===== src/rtl/rx_done_pkg.sv =====
package rx_done_pkg;
  typedef enum logic [1:0] {
    ST_IDLE = 2'd0,
    ST_WB   = 2'd1,
    ST_ERR  = 2'd2,
    ST_OK   = 2'd3
  } seq_st_e;

  localparam int IRQ_N     = 3;
  localparam int IRQ_UNREC = 0;
  localparam int IRQ_RQST  = 1;
  localparam int IRQ_RESP  = 2;
  localparam logic [1:0] INT_ALWAYS = 2'b11;
endpackage


===== src/rtl/rx_done_seq.sv =====
module rx_done_seq
  import rx_done_pkg::*;
#(
  parameter int EVT_W  = 5,
  parameter int STAT_W = 16,
  parameter int CNT_W  = 16,
  parameter int Z_W    = 4,
  parameter int ADDR_W = 32
) (
  input  logic              clk,
  input  logic              rst_n,
  input  logic              done_vld,
  input  logic              done_ok,
  input  logic [EVT_W-1:0]  evt_code,
  input  logic [STAT_W-1:0] xfer_stat,
  input  logic [CNT_W-1:0]  res_cnt,
  input  logic [1:0]        int_fld,
  input  logic [Z_W-1:0]    z_fld,
  input  logic [ADDR_W-1:0] branch_addr,
  input  logic [ADDR_W-1:0] desc_addr,
  input  logic              ctx_resp,
  output logic              wb_fire,
  output logic [EVT_W-1:0]  evt_q,
  output logic [STAT_W-1:0] stat_q,
  output logic [CNT_W-1:0]  res_q,
  output logic [IRQ_N-1:0]  irq_set,
  output logic              ptr_upd,
  output logic [ADDR_W-1:0] ptr_val,
  output logic              load_fire,
  output logic              busy
);
  seq_st_e st_q, st_d;
  logic              cap_en;
  logic              ok_q, resp_q;
  logic [1:0]        int_q;
  logic              z_nz_q;
  logic [ADDR_W-1:0] br_q, da_q;
  logic              int_hit;

  assign cap_en = (st_q == ST_IDLE) && done_vld;

  always_comb begin
    st_d = st_q;
    case (st_q)
      ST_IDLE: if (done_vld) st_d = ST_WB;
      ST_WB:   st_d = ok_q ? ST_OK : ST_ERR;
      ST_ERR:  st_d = ST_IDLE;
      ST_OK:   st_d = ST_IDLE;
      default: st_d = ST_IDLE;
    endcase
  end

  always_ff @(posedge clk or negedge rst_n) begin
    if (!rst_n) st_q <= ST_IDLE;
    else        st_q <= st_d;
  end

  always_ff @(posedge clk or negedge rst_n) begin
    if (!rst_n) begin
      ok_q   <= 1'b0;
      resp_q <= 1'b0;
      int_q  <= 2'b00;
      z_nz_q <= 1'b0;
      evt_q  <= '0;
      stat_q <= '0;
      res_q  <= '0;
      br_q   <= '0;
      da_q   <= '0;
    end else if (cap_en) begin
      ok_q   <= done_ok;
      resp_q <= ctx_resp;
      int_q  <= int_fld;
      z_nz_q <= |z_fld;
      evt_q  <= evt_code;
      stat_q <= xfer_stat;
      res_q  <= res_cnt;
      br_q   <= branch_addr;
      da_q   <= desc_addr;
    end
  end

  assign int_hit = (int_q == INT_ALWAYS);
  assign wb_fire = (st_q == ST_WB);
  assign busy    = (st_q != ST_IDLE);

  always_comb begin
    irq_set   = '0;
    ptr_upd   = 1'b0;
    ptr_val   = da_q;
    load_fire = 1'b0;
    if (st_q == ST_ERR) begin
      irq_set[IRQ_UNREC] = int_hit;
      ptr_upd            = 1'b1;
      ptr_val            = da_q;
    end else if (st_q == ST_OK) begin
      irq_set[IRQ_RQST] = int_hit && !resp_q;
      irq_set[IRQ_RESP] = int_hit && resp_q;
      ptr_upd           = z_nz_q;
      ptr_val           = br_q;
      load_fire         = z_nz_q;
    end
  end
endmodule


===== src/rtl/rx_done_irq.sv =====
module rx_done_irq #(
  parameter int N = 3
) (
  input  logic         clk,
  input  logic         rst_n,
  input  logic [N-1:0] set_i,
  input  logic [N-1:0] clr_i,
  output logic [N-1:0] bits_o
);
  for (genvar g = 0; g < N; g++) begin : g_bit
    logic q, d, en;
    assign en = set_i[g] | clr_i[g];
    assign d  = set_i[g];
    always_ff @(posedge clk or negedge rst_n) begin
      if (!rst_n)  q <= 1'b0;
      else if (en) q <= d;
    end
    assign bits_o[g] = q;
  end
endmodule


===== src/rtl/rx_done_cmdptr.sv =====
module rx_done_cmdptr #(
  parameter int ADDR_W     = 32,
  parameter int ALIGN_BITS = 4
) (
  input  logic              clk,
  input  logic              rst_n,
  input  logic              upd_i,
  input  logic [ADDR_W-1:0] val_i,
  input  logic              load_i,
  output logic              we_o,
  output logic [ADDR_W-1:0] ptr_o,
  output logic              load_o
);
  localparam logic [ADDR_W-1:0] ALIGN_MASK = {{(ADDR_W-ALIGN_BITS){1'b1}}, {ALIGN_BITS{1'b0}}};

  always_ff @(posedge clk or negedge rst_n) begin
    if (!rst_n)     ptr_o <= '0;
    else if (upd_i) ptr_o <= val_i & ALIGN_MASK;
  end

  always_ff @(posedge clk or negedge rst_n) begin
    if (!rst_n) begin
      we_o   <= 1'b0;
      load_o <= 1'b0;
    end else begin
      we_o   <= upd_i;
      load_o <= load_i;
    end
  end
endmodule


===== src/rtl/rx_done_ctrl.sv =====
module rx_done_ctrl
  import rx_done_pkg::*;
#(
  parameter int EVT_W      = 5,
  parameter int STAT_W     = 16,
  parameter int CNT_W      = 16,
  parameter int Z_W        = 4,
  parameter int ADDR_W     = 32,
  parameter int ALIGN_BITS = 4
) (
  input  logic              clk,
  input  logic              rst_n,
  input  logic              done_vld,
  input  logic              done_ok,
  input  logic [EVT_W-1:0]  evt_code,
  input  logic [STAT_W-1:0] xfer_stat,
  input  logic [CNT_W-1:0]  res_cnt,
  input  logic [1:0]        int_fld,
  input  logic [Z_W-1:0]    z_fld,
  input  logic [ADDR_W-1:0] branch_addr,
  input  logic [ADDR_W-1:0] desc_addr,
  input  logic              ctx_resp,
  input  logic [2:0]        irq_clr,
  output logic              ctl_evt_we,
  output logic [EVT_W-1:0]  ctl_evt_val,
  output logic              dsc_stat_we,
  output logic [STAT_W-1:0] dsc_stat_val,
  output logic [CNT_W-1:0]  dsc_res_val,
  output logic              cmd_ptr_we,
  output logic [ADDR_W-1:0] cmd_ptr,
  output logic              load_req,
  output logic              irq_unrec,
  output logic              irq_rqst,
  output logic              irq_resp,
  output logic              busy
);
  logic              wb_fire;
  logic [IRQ_N-1:0]  irq_set, irq_bits;
  logic              ptr_upd, load_fire;
  logic [ADDR_W-1:0] ptr_val;

  rx_done_seq #(
    .EVT_W(EVT_W), .STAT_W(STAT_W), .CNT_W(CNT_W), .Z_W(Z_W), .ADDR_W(ADDR_W)
  ) u_seq (
    .clk(clk), .rst_n(rst_n), .done_vld(done_vld), .done_ok(done_ok),
    .evt_code(evt_code), .xfer_stat(xfer_stat), .res_cnt(res_cnt),
    .int_fld(int_fld), .z_fld(z_fld), .branch_addr(branch_addr),
    .desc_addr(desc_addr), .ctx_resp(ctx_resp),
    .wb_fire(wb_fire), .evt_q(ctl_evt_val), .stat_q(dsc_stat_val),
    .res_q(dsc_res_val), .irq_set(irq_set), .ptr_upd(ptr_upd),
    .ptr_val(ptr_val), .load_fire(load_fire), .busy(busy)
  );

  rx_done_irq #(.N(IRQ_N)) u_irq (
    .clk(clk), .rst_n(rst_n), .set_i(irq_set), .clr_i(irq_clr), .bits_o(irq_bits)
  );

  rx_done_cmdptr #(.ADDR_W(ADDR_W), .ALIGN_BITS(ALIGN_BITS)) u_ptr (
    .clk(clk), .rst_n(rst_n), .upd_i(ptr_upd), .val_i(ptr_val),
    .load_i(load_fire), .we_o(cmd_ptr_we), .ptr_o(cmd_ptr), .load_o(load_req)
  );

  assign ctl_evt_we  = wb_fire;
  assign dsc_stat_we = wb_fire;
  assign irq_unrec   = irq_bits[IRQ_UNREC];
  assign irq_rqst    = irq_bits[IRQ_RQST];
  assign irq_resp    = irq_bits[IRQ_RESP];
endmodule


===== config.mk =====
export PLATFORM = sky130hd
export DESIGN_NAME = rx_done_ctrl
export DESIGN_NICKNAME = d
export VERILOG_FILES = /design/src/rtl/rx_done_pkg.sv /design/src/rtl/rx_done_seq.sv /design/src/rtl/rx_done_irq.sv /design/src/rtl/rx_done_cmdptr.sv /design/src/rtl/rx_done_ctrl.sv
export SDC_FILE = /design/constraint.sdc
export NUM_CORES = 1
export LEC_CHECK = 0
export ABC_AREA = 1
export ABC_CLOCK_PERIOD_IN_PS = 1700
export BUFFER_PORTS_ARGS = -buffer_cell sky130_fd_sc_hd__buf_2
export CAP_MARGIN = 20
export CORE_MARGIN = 10
export CORE_UTILIZATION = 35
export CTS_CLUSTER_DIAMETER = 200
export DETAILED_ROUTE_END_ITERATION = 8
export PLACE_DENSITY = 0.66
export SLEW_MARGIN = 10
export SYNTH_ARGS = -nofsm -noshare
export SYNTH_HDL_FRONTEND = slang
export SYNTH_SLANG_ARGS = --single-unit
export TNS_END_PERCENT = 10

===== constraint.sdc =====
create_clock -name clk -period 1.7 [get_ports clk]
set_input_delay 0.255 -clock clk [delete_from_list [all_inputs] [get_ports clk]]
set_output_delay 0.255 -clock clk [all_outputs]
set_load 0.01 [all_outputs]

After elaboration in Yosys (flattened, before gate mapping)
Cells that the tools add are included.
{ "totals": {"regBits": 141, "input_bits": 115, "output_inout_bits": 77, "elab_cells": 43} }
{ "classes": {"eq_ne": 5, "mux": 11, "bitwise_logic": 3, "reduce_logical": 8} }
{ "ops": {"columns": ["op", "count"], "rows": [
  ["$mux W32", 2],
  ["$eq A2 B2 Y1 const B", 3],
  ["$mux W2", 3],
  ["$pmux W2 S3", 1],
  ["$mux W1", 5],
  ["$reduce_or A4 Y1", 1],
  ["$logic_and A1 B1 Y1", 3],
  ["$or A1 B1 Y1", 3],
  ["$eq A2 B1 Y1 const B", 1],
  ["$logic_not A2 Y1", 1],
  ["$ne A2 B2 Y1 const B", 1],
  ["$reduce_bool A2 Y1", 1],
  ["$reduce_or A2 Y1", 1],
  ["$logic_not A1 Y1", 1]
]} }

Depth between registers and ports, before layout
Gate-level depths: netlist (run 1).
{ "depth": {"depth_word": 5, "mapped_depth": 8, "ltp_nobuf": 5} }

Cells and area by module
Synthesis (run 1) repeated with hierarchy kept, for this count alone.
{ "unflattened": {"cells_unflattened": 733, "area_unflattened_um2": 6088.3} }
{ "by_module_without_submodules": {"columns": ["mod", "instances", "cells_per_inst", "area_each_um2", "seq_area_each_um2"], "rows": [
  ["rx_done_seq", 1, 589, 4778.3, 2702.6],
  ["rx_done_cmdptr", 1, 125, 1159.9, 750.7],
  ["rx_done_irq", 1, 18, 142.6, 75.1],
  ["rx_done_ctrl", 1, 1, 7.5, 0.0]
]} }

Worst setup path after synthesis (run 1)
OpenSTA, ideal clock, no wires.
{ "synth_timing": {"kind": "register -> output", "from": "register u_seq.st_q[1]", "to": "output dsc_stat_we", "t_arrival_ps": 1108, "t_required_ps": 1445, "setup_slack_ps": 337, "path_stages_with_launch": 5, "path_cell_list": "dfrtp_1 > buf_4 > clkbuf_1 > nor2_1 > buf_4"} }
{ "synth_via": {"elab_chain_cells": 1} }
{ "synth_rtl": {"columns": ["item", "line", "rtl"], "rows": [
  ["start, declared", "rx_done_seq.sv:32", "seq_st_e st_q, st_d;"],
  ["start signal, assigned", "rx_done_seq.sv:55", "else st_q <= st_d;"],
  ["$eq A2 B1 Y1", "rx_done_seq.sv:83", "assign wb_fire = (st_q == ST_WB);"],
  ["end, declared", "rx_done_ctrl.sv:26", "output logic dsc_stat_we,"]
]} }
Every way passes these cells.

Final worst setup path (run 1)
{ "layout_timing": {"from": "register u_seq.st_q[1]", "to": "output busy"} }
{ "layout_via": {"elab_chain_cells": 1} }
{ "layout_rtl": {"columns": ["item", "line", "rtl"], "rows": [
  ["$reduce_bool A2 Y1", "rx_done_seq.sv:84", "assign busy = (st_q != ST_IDLE);"],
  ["end, declared", "rx_done_ctrl.sv:35", "output logic busy"]
]} }
Every way passes these cells.

==> results of run 1 <==
==> per-layer routing <==
metal | vias up | share of wire (%) | track usage (%)
met5 | - | 0.17 | 0
met2 | 170 | 45 | 22.8
li1 | 2392 | - | -
met3 | 14 | 8.9 | 6.92
met1 | 2197 | 46 | 19.4
met4 | 4 | 0.82 | 3.94
==> power breakdown <==
part           internal (W)  total [W]  leakage [nW]  switching (W)
combinational       0.00194    0.00515          2.29        0.00321
sequential          0.00464    0.00547          1.66       0.000825
clock               0.00244    0.00380         0.298        0.00137
==> cells by family after synthesis <==
kind of cell	count (synthesis)
other	1
AND/OR/NAND/NOR	483
AO/OA/AOI/OAI	2
flip-flops	133
buffers and inverters	52
==> state kept, by name, indices dropped and copies added, names as in the netlist, 2 cells and up <==
name           cells
u_irq.g_bit.q      3
u_ptr.ptr_o       28
u_seq.br_q        28
u_seq.da_q        28
u_seq.evt_q        5
u_seq.int_q        2
u_seq.res_q       16
u_seq.st_q         2
u_seq.stat_q      16
==> critical path, delay by kind of cell, from the launching register on <==
| kind | cells | cell delay, ns |
|---|---|---|
| flops | 1 | 0.55 |
| buf+inv | 2 | 0.27 |
| simple gates | 1 | 0.12 |
==> worst min path at each step <==
stage            startpoint  slack, ns                to  depth (start not counted)
2_1_floorplan         rst_n      -0.04  u_irq.g_bit[0].q                          0
3_3_place_gp          rst_n       0.21   u_ptr.ptr_o[29]                          1
3_5_place_dp          rst_n       0.21   u_ptr.ptr_o[29]                          1
4_1_cts        xfer_stat[2]       0.01   u_seq.stat_q[2]                          3
5_1_grt          irq_clr[1]       0.01  u_irq.g_bit[1].q                          2
6_report         irq_clr[1]       0.03  u_irq.g_bit[1].q                          2
==> timing repair <==
| action | CTS | global route |
|---|---|---|
| hold buffers | 1 | 0 |
| endpoints found under the hold margin | 39 | 0 |
| gates resized for setup | 2 | 0 |
| endpoints found under the setup margin | 3 | 0 |
==> synthesized netlist by cell type, types with 2 or more instances <==
cell type	n	share of area (%)
clkbuf_1	15	1.0
dfrtp_1	133	60
buf_4	9	1.2
buf_2	17	1.5
nor2_1	6	0.41
nand3_1	57	5.2
inv_2	2	0.14
inv_1	6	0.41
nand2_1	417	28
buf_6	3	0.61
==> cells in the final DEF, fill, tap and decap left out, types with 4 or more instances in the layout <==
| cell type | netlist | routed |
|---|---|---|
| buf_12 | 0 | 7 |
| buf_2 | 17 | 178 |
| buf_4 | 9 | 11 |
| bufinv_16 | 0 | 4 |
| clkbuf_16 | 0 | 17 |
| clkinv_2 | 0 | 5 |
| conb_1 | 1 | 4 |
| dfrtp_1 | 133 | 132 |
| inv_1 | 6 | 6 |
| nand2_1 | 417 | 417 |
| nand3_1 | 57 | 57 |
| nor2_1 | 6 | 5 |
==> cell type report <==
| cell class | instances | area, sq um |
|---|---|---|
| fill | 1519 | 8050 |
| clock buffer | 17 | 425 |
| sequential | 133 | 3330 |
| inverter | 8 | 30.0 |
| timing repair buffer | 198 | 1130 |
| clock inverter | 14 | 186 |
| antenna | 2 | 5.00 |
| tap | 211 | 264 |
| multi-input combinational | 489 | 1950 |
==> metrics by stage <==
stage          area [sq um]  cells  total power, W
5_1_grt                7320   1070          0.0156
4_1_cts                7320   1070          0.0146
2_1_floorplan          5550    674         0.00869
6_report               7330   1072          0.0144
3_3_place_gp           6700   1038          0.0106
3_5_place_dp           6700   1038          0.0107
==> metrics.md, run 1 <==
| Metric | Value |
|---|---|
| Run status | `completed` |
| TNS Setup | `0 ns` |
| Drt wl/cell | `between 10 and 15 microns` |
| Async SR Flop Fraction | `100%` |
| RePlAce Congestion | `slightly below 0.8` |
| FF+latch count, synth | `between 100 and 150` |
| Congestion Overflow GR | `0` |
| Core area | `between 0.015 and 0.02 sq mm` |
| Antenna Nets Post-Route | `0` |
| XOR/XNOR share of the synthesized area | `0%` |
| Fin util | `between 40% and 50%` |
| Worst IR Drop VDD | `about 0.00089 V` |
| Post-place setup slack | `~0.23 ns` |
| Clock Tree Buf Depth | `2` |
| Static leakage | `roughly 4.3 nW` |
| Worst R2R Path Depth | `6` |
| RSZ-0062 raised after global routing | `false` |
| Synth-to-Final Area Change | `32.3%` |
| Initial core utilization | `between 30% and 40%` |
| Fin worst setup slack | `approximately 0.10 ns` |
| Crit path cell chain | `inv_2 -> nand2_4 -> buf_2` |
| Reg2Reg Launch Point | `u_seq.st_q[0]` |
| Number of remaining DRC errors | `0` |
| WP data required | `1.44 ns` |
| CTS tree | `built` |
| Main synth FF type | `dfrtp_1` |
| Slew Limit Fails | `0` |
| I/O pin total | `roughly 190` |
| Yosys warns | `0` |
| Max Freq | `between 600 and 700 MHz` |
| Min-delay worst type | `in2reg` |
| Worst-Skew Late Latency | `~0.41 ns` |
| Mapped Area | `between 0.005 and 0.006 sq mm` |
| Endpoint type of the worst setup path | `primary output` |
| Max stage delay on crit path | `around 0.55 ns` |
| Iteration-0 DRC Markers | `between 200 and 250` |
| Internal reg-to-reg setup slack | `0.28 ns` |
| Post-Synth Adder-Cell Area | `0%` |
| CTS clk-pin slew, worst paths | `0.06 ns` |
| Number of global-route vias before repair | `5010` |
| Crit path kind | `reg2out` |
| Max-cap violations | `0` |
| Routed vias/inst | `around 4.5` |
| Critical path arrival | `about 1.3 ns` |
| Critical Path Source Type | `register` |
| PwrDens | `1970 mW/mm^2` |
| Largest family of logic cells by synthesized area | `simple AND/OR/NAND/NOR gates` |
| Setup Buffers After CTS | `0` |
| Die width | `146 microns` |
| Final min period | `1.60 ns` |
| Initial antenna violation count | `4` |
| Clk Tree Root Cell | `clkbuf_16` |
| Crit share post-route | `between 90 and 100%` |
| Rows | `45` |
| Mux cell area share after synthesis | `0%` |
| # setup viols final | `0` |
| Crit path max fanout | `16` |
| Die height | `between 100 and 150 microns` |
| Pre-antenna DRT Iters | `4` |
| Crit path to | `busy` |
| Hold Fails Final Rpt | `0` |
| IO buf count | `179` |
| Post-Syn Area per Cell | `8.25 sq um` |
| CP max-delay cell | `dfrtp_2` |
| H-tree Lvls | `4` |
| Layout cell share with drive strength beyond 1 | `between 20% and 30%` |
| Fin nets | `about 960` |
| Worst setup path start | `u_seq.st_q[1]` |
| Mapped Cells | `approximately 670` |
| GRT Overall Usage | `~15%` |
| Post-synth EDFFs | `0` |
| Clock sink count | `about 130` |
| CTS buffer count | `17` |
| Simple-Gate Fraction of Synth Area | `34.7%` |
| Pin count of the biggest net entering global routing | `56` |
| Post-DP HPWL | `roughly 11 mm` |
| Synth Area in Compound Gates | `0.203%` |
| Final hold slack | `around 0.032 ns` |
| First-pass GRT wire length | `between 20 and 30 mm` |
| Post-synthesis cell type count | `16` |
| Clock skew | `roughly 0.0053 ns` |
| Vias after detailed routing | `between 4000 and 5000` |
| R2r endpoint | `u_ptr.ptr_o[9]` |
| Routed wire length | `16.0 mm` |
| Die footprint | `approximately 0.021 sq mm` |
| Sequential area share after synthesis | `between 60 and 70%` |
Power figures use the tool's default switching activity.
==> run 2: changes to the inputs <==
BUFFER_PORTS_ARGS = unset   (was -buffer_cell sky130_fd_sc_hd__buf_2)
DONT_BUFFER_PORTS = 1   (was unset)
PLACE_DENSITY = 0.56   (was 0.66)
==> run 2 against run 1 <==
The run now ends with hold timing left. Register-to-register slack hardly changed. Final area grew 0.26%. Clock power is 4% lower. Sequential share of layout area fell by 0.13 points. Critical path depth stayed put.
==> metrics.md, run 2 (synthesis gave the netlist of run 1 again) <==
| Metric | Value |
|---|---|
| Run status | `complete, but fails checks` |
| Failing checks | `hold timing` |
| Power Total | `0.0137 W (-4.8%)` |
| Placed Area | `0.00575 sq mm (-14%)` |
| Pre-antenna DRT Iters | `4 (unchanged)` |
| Routed wire length | `16.6 mm (+3.5%)` |
| Most common cell on crit path | `buf_4` |
| IO buf count | `0 (-100%)` |
| Fin worst setup slack | `0.138 ns (+0.0375 ns)` |
| RSZ-0062 raised after global routing | `false` |
| Setup Buffers After CTS | `0 (unchanged)` |
| Critical path arrival | `1.31 ns (-0.03 ns)` |
| Worst Max-Slew Pin Slew | `0.627 ns` |
| Die footprint | `0.0213 sq mm (unchanged)` |
| Clock Tree Buf Depth | `2 (unchanged)` |
| CP Buf/Inv Count | `2 (unchanged)` |
| Final cell count without fillers | `994 (-7.3%)` |
| Max-cap violations | `0 (unchanged)` |
| Drt wl/cell | `16.7 microns (+12%)` |
| Busiest grt layer | `met2` |
| Endpoint type of the worst setup path | `primary output` |
| Routed vias/inst | `4.65 (+4.3%)` |
| Initial antenna violation count | `1 (-3)` |
| Worst IR Drop VDD | `0.00103 V (+16%)` |
| Die width | `146 microns (unchanged)` |
| Slew Limit Fails | `0 (unchanged)` |
| Max stage delay on crit path | `0.42 ns (-0.13 ns)` |
| I/O pin total | `192 (unchanged)` |
| Clock skew | `0.0129 ns (+0.00762 ns)` |
| Critical Path Source Type | `register` |
| Crit path max fanout | `9 (-7)` |
| PwrDens | `1870 mW/mm^2 (-5.0%)` |
| Top delay family on crit path | `flip-flops` |
| Grt met2 use | `24.7% (+1.9 points)` |
| Regs by FF count | `u_ptr.ptr_o x28, u_seq.br_q x28, u_seq.da_q x28` |
| Hold Fails Final Rpt | `133 (+133)` |
| Post-DP HPWL | `10.6 mm (-1.4%)` |
| Crit path kind | `reg2out` |
| Pin count of the biggest net entering global routing | `134 (+140%)` |
| Number of global-route vias before repair | `4944 (-1.3%)` |
| Placed insts | `861 (-17%)` |
| Antenna Nets Post-Route | `0 (unchanged)` |
| First-pass GRT wire length | `26.9 mm (+2.4%)` |
| Final hold slack | `-0.460 ns (-0.492 ns)` |
| Die height | `146 microns (unchanged)` |
| Vias after detailed routing | `4619 (-3.3%)` |
| TNS Setup | `0 ns (unchanged)` |
| Static leakage | `3.89 nW (-8.4%)` |
| Core area | `0.0154 sq mm (unchanged)` |
| Layout cell share with drive strength beyond 1 | `7.03% (-20 points)` |
| H-tree Lvls | `4 (unchanged)` |
| Number of remaining DRC errors | `0 (unchanged)` |
| Synth-to-Final Area Change | `32.6%` |
| Hold buffers post-CTS | `100 (+99)` |
| Global Route met3 Usage | `6.80% (-0.12 points)` |
| Post-place setup slack | `0.311 ns (+0.0779 ns)` |
| Initial core utilization | `36.0% (unchanged)` |
| Final min period | `1.56 ns (-0.0375 ns)` |
| Clk Tree Root Cell | `clkbuf_16` |
| Commonest cells after routing, fill and taps aside | `nand2_1, dfrtp_1, dlygate4sd3_1` |
| GRT Overall Usage | `15.7% (+0.49 points)` |
| Max transition margin | `roughly 58%` |
| Resized cells post-CTS | `0 (-2)` |
| Met1 Usage GRT | `18.9% (-0.52 points)` |
| Iteration-0 DRC Markers | `299 (+44%)` |
| Congestion Overflow GR | `0 (unchanged)` |
| Worst-Skew Late Latency | `0.42 ns (about the same)` |
| Fin nets | `884 (-8.1%)` |
| WP data required | `1.44 ns (about the same)` |
| Final Cell Area | `0.00734 sq mm (+0.26%)` |
| CTS buffer count | `17 (unchanged)` |
| CTS tree | `built` |
| CP max-delay cell | `dfrtp_1` |
| Crit path cell chain | `buf_4 -> nor2_1 -> buf_4` |
| Crit share post-route | `91.9% (-2.2 points)` |
| CTS clk-pin slew, worst paths | `0.06 ns (about the same)` |
| Min-delay worst type | `in2async` |
| Commonest non-fill, non-tap cell in the layout | `nand2_1` |
| Max Freq | `640 MHz (+2.4%)` |
| Rows | `45 (unchanged)` |
| RePlAce Congestion | `0.768 (-1.8%)` |
| Clock sink count | `133 (unchanged)` |
| # setup viols final | `0 (unchanged)` |
[run 2: cell type report]
type | count | area [sq um]
sequential | 133 | 3330
clock buffer | 22 | 474
tap | 211 | 264
inverter | 8 | 30.0
clock inverter | 10 | 121
antenna | 1 | 2.50
fill | 1432 | 8030
multi-input combinational | 489 | 1950
timing repair buffer | 120 | 1180
[run 2: metal layers]
| layer | up-vias | share of wire [%] |
|---|---|---|
| li1 | 2238 | - |
| met1 | 2172 | 42 |
| met2 | 200 | 48 |
| met3 | 9 | 9.5 |
| met4 | 0 | 1.1 |
| met5 | - | 0 |
[run 2: final timing paths]
| path | depth (start not counted) | slack (ns) | to | startpoint |
|---|---|---|---|---|
| min reg2reg | 2 | 0.48 | u_seq.da_q[30] | u_seq.da_q[30] |
| max in group asynchronous | 0 | 1.83 | u_seq.st_q[1] | rst_n |
| min in group clk | 4 | 0.07 | u_seq.z_nz_q | z_fld[0] |
| min | 0 | -0.46 | u_ptr.load_o | rst_n |
| max reg2reg | 6 | 0.28 | u_ptr.ptr_o[7] | u_seq.st_q[1] |
| max | 3 | 0.14 | ctl_evt_we | u_seq.st_q[1] |
[run 2: power breakdown]
part	leakage, nW	internal (W)	switching [W]	total [W]
Combinational	1.94	0.00151	0.00256	0.00407
Sequential	1.66	0.00464	0.00137	0.00601
Clock	0.291	0.00229	0.00136	0.00365
Total	3.89	0.00844	0.00530	0.0137
[run 2: metrics by stage]
stage | utilization, % | hold WS, ns
floorplan | - | -0.0406
global placement | 37.4 | -0.0347
detailed placement | 37.4 | -0.0328
CTS | 47.8 | -0.483
global route | 47.8 | -0.493
finish | 47.8 | -0.460
==> run 3: changes to the inputs <==
RECOVER_POWER = 100   (was unset)
==> run 3 against run 2 <==
The run still ends with hold timing left. Die area is the same. Final cell count unchanged. Clock skew down 0.0020 ns. Worst hold slack got worse by 0.0011 ns. Largest power group unchanged.
==> metrics.md, run 3 (synthesis gave the netlist of run 1 again) <==
| Metric | Value |
|---|---|
| Vias after detailed routing | `4610 (-0.19%)` |
| I/O pin total | `192 (unchanged)` |
| CTS tree | `built` |
| Commonest non-fill, non-tap cell in the layout | `nand2_1` |
| Number of remaining DRC errors | `0 (unchanged)` |
| Clock sink count | `133 (unchanged)` |
| Endpoint type of the worst setup path | `primary output` |
| TNS Setup | `0 ns (unchanged)` |
| Hold buffers post-CTS | `100 (unchanged)` |
| Crit path cell chain | `buf_4 -> nor2_1 -> buf_4` |
| Congestion Overflow GR | `0 (unchanged)` |
| Iteration-0 DRC Markers | `296 (-1.0%)` |
| Critical Path Source Type | `register` |
| Antenna Nets Post-Route | `0 (unchanged)` |
| CTS clk-pin slew, worst paths | `0.06 ns (about the same)` |
| Synth-to-Final Area Change | `32.4%` |
| Worst-Skew Late Latency | `0.42 ns (about the same)` |
| RSZ-0062 raised after global routing | `false` |
| Pin count of the biggest net entering global routing | `134 (unchanged)` |
| Worst setup path start | `u_seq.st_q[1]` |
| Crit share post-route | `92.0% (+0.13 points)` |
| R2r endpoint | `u_ptr.ptr_o[7]` |
| Number of global-route vias before repair | `4944 (unchanged)` |
| Crit path kind | `reg2out` |
| Final min period | `1.56 ns (+0.00222 ns)` |
| Commonest cells after routing, fill and taps aside | `nand2_1, dfrtp_1, dlygate4sd3_1` |
| Static leakage | `3.89 nW (about the same)` |
| Layout cell share with drive strength beyond 1 | `6.91% (-0.13 points)` |
| Final hold slack | `-0.461 ns (-0.00112 ns)` |
| Die footprint | `0.0213 sq mm (unchanged)` |
| Clock Tree Buf Depth | `2 (unchanged)` |
| H-tree Lvls | `4 (unchanged)` |
| Initial core utilization | `36.0% (unchanged)` |
| Clock skew | `0.0110 ns (-0.00199 ns)` |
| CP max-delay cell | `dfrtp_1` |
| Post-DP HPWL | `10.6 mm (unchanged)` |
| Initial antenna violation count | `1 (unchanged)` |
| Max stage delay on crit path | `0.42 ns (about the same)` |
| Max Freq | `639 MHz (-0.14%)` |
| Internal reg-to-reg setup slack | `0.20 ns (-0.08 ns)` |
| Die height | `146 microns (unchanged)` |
| Routed wire length | `16.6 mm (about the same)` |
| Fin util | `47.7% (-0.065 points)` |
| Final cell count without fillers | `994 (unchanged)` |
| IO buf count | `0 (unchanged)` |
| Run status | `complete, but fails checks` |
| RePlAce Congestion | `0.768 (unchanged)` |
| Most common cell on crit path | `buf_4` |
| Worst IR Drop VDD | `0.00103 V (+0.17%)` |
| Crit path max fanout | `9 (unchanged)` |
| Max transition margin | `58.2% (about the same)` |
| # setup viols final | `0 (unchanged)` |
| Max-cap violations | `0 (unchanged)` |
| Core area | `0.0154 sq mm (unchanged)` |
| Routed vias/inst | `4.64 (-0.19%)` |
| Critical path arrival | `1.31 ns (about the same)` |
| Drt wl/cell | `16.7 microns (about the same)` |
| Clk Tree Root Cell | `clkbuf_16` |
| Worst R2R Path Depth | `5 (-1)` |
| GRT Overall Usage | `15.7% (unchanged)` |
| Failing checks | `hold timing` |
| Crit path to | `ctl_evt_we` |
| Slew Limit Fails | `0 (unchanged)` |
| Fin nets | `884 (unchanged)` |
| CTS buffer count | `17 (unchanged)` |
| Worst Max-Slew Pin Slew | `0.626 ns (-0.000217 ns)` |
| PwrDens | `1870 mW/mm^2 (-0.12%)` |
| Pre-antenna DRT Iters | `4 (unchanged)` |
| Placed insts | `861 (unchanged)` |
| Die width | `146 microns (unchanged)` |
| Reg2Reg Launch Point | `u_seq.st_q[1]` |
| Hold Fails Final Rpt | `133 (unchanged)` |
| WP data required | `1.44 ns (about the same)` |
| Regs by FF count | `u_ptr.ptr_o x28, u_seq.br_q x28, u_seq.da_q x28` |
| Min-delay worst type | `in2async` |
| Rows | `45 (unchanged)` |
| First-pass GRT wire length | `26.9 mm (unchanged)` |
## run 3: cell types whose count changed in the layout (fill, tap and decap cells not counted), sizes merged
cell	before	now
clkbuf	22	27
buf	20	15
## run 3: what timing repair did
item | 4_1_cts | 5_1_grt
setup buffers | 0 | 0
hold endpoints to repair | 233 | 133
endpoints found under the setup margin | 0 | 0
resized for setup | 0 | 0
## run 3: layout make-up
class / count / area, sq um
tap: 211 / 264
timing repair buffer: 120 / 1170
antenna: 1 / 2.50
multi-input combinational: 489 / 1950
inverter: 8 / 30.0
clock inverter: 10 / 121
fill: 1434 / 8040
sequential: 133 / 3330
clock buffer: 22 / 474
## run 3: where the power goes
| group | switching (W) | total [W] | internal, W |
|---|---|---|---|
| clock network | 0.00137 | 0.00365 | 0.00229 |
| logic | 0.00255 | 0.00404 | 0.00148 |
| registers | 0.00137 | 0.00601 | 0.00464 |
## run 3: worst min-delay path by stage
stage | depth (start not counted) | to | start | slack (ns)
finish | 0 | u_ptr.load_o | rst_n | -0.46
global route | 0 | u_ptr.load_o | rst_n | -0.49
CTS | 0 | u_ptr.load_o | rst_n | -0.48
detailed placement | 0 | u_ptr.load_o | rst_n | -0.03
global placement | 0 | u_ptr.ptr_o[28] | rst_n | -0.03
floorplan | 0 | u_irq.g_bit[0].q | rst_n | -0.04
## run 3: per-layer routing
layer | part of all wire, % | up-vias | track usage [%] | wire [microns]
met2 | 47 | 190 | 24.7 | 7860
met4 | 1.0 | 0 | 5.16 | 170
met5 | 0 | - | 0 | 0
met1 | 42 | 2174 | 18.9 | 7000
met3 | 9.3 | 8 | 6.80 | 1540
li1 | - | 2238 | - | -
## run 3: worst max-delay path, delay by kind of cell (launching register included)
kind          cells  cell delay, ns
simple gates      1            0.11
buf+inv           2            0.37
flops             1            0.42
## run 3: through the flow
step           area (sq um)  power, W  worst slack, ns
3_5_place_dp           5750   0.00995            0.311
2_1_floorplan          5550   0.00869            0.337
4_1_cts                7340    0.0139            0.115
6_report               7330    0.0137            0.136
5_1_grt                7330    0.0148           0.0231
3_3_place_gp           5750   0.00985            0.314
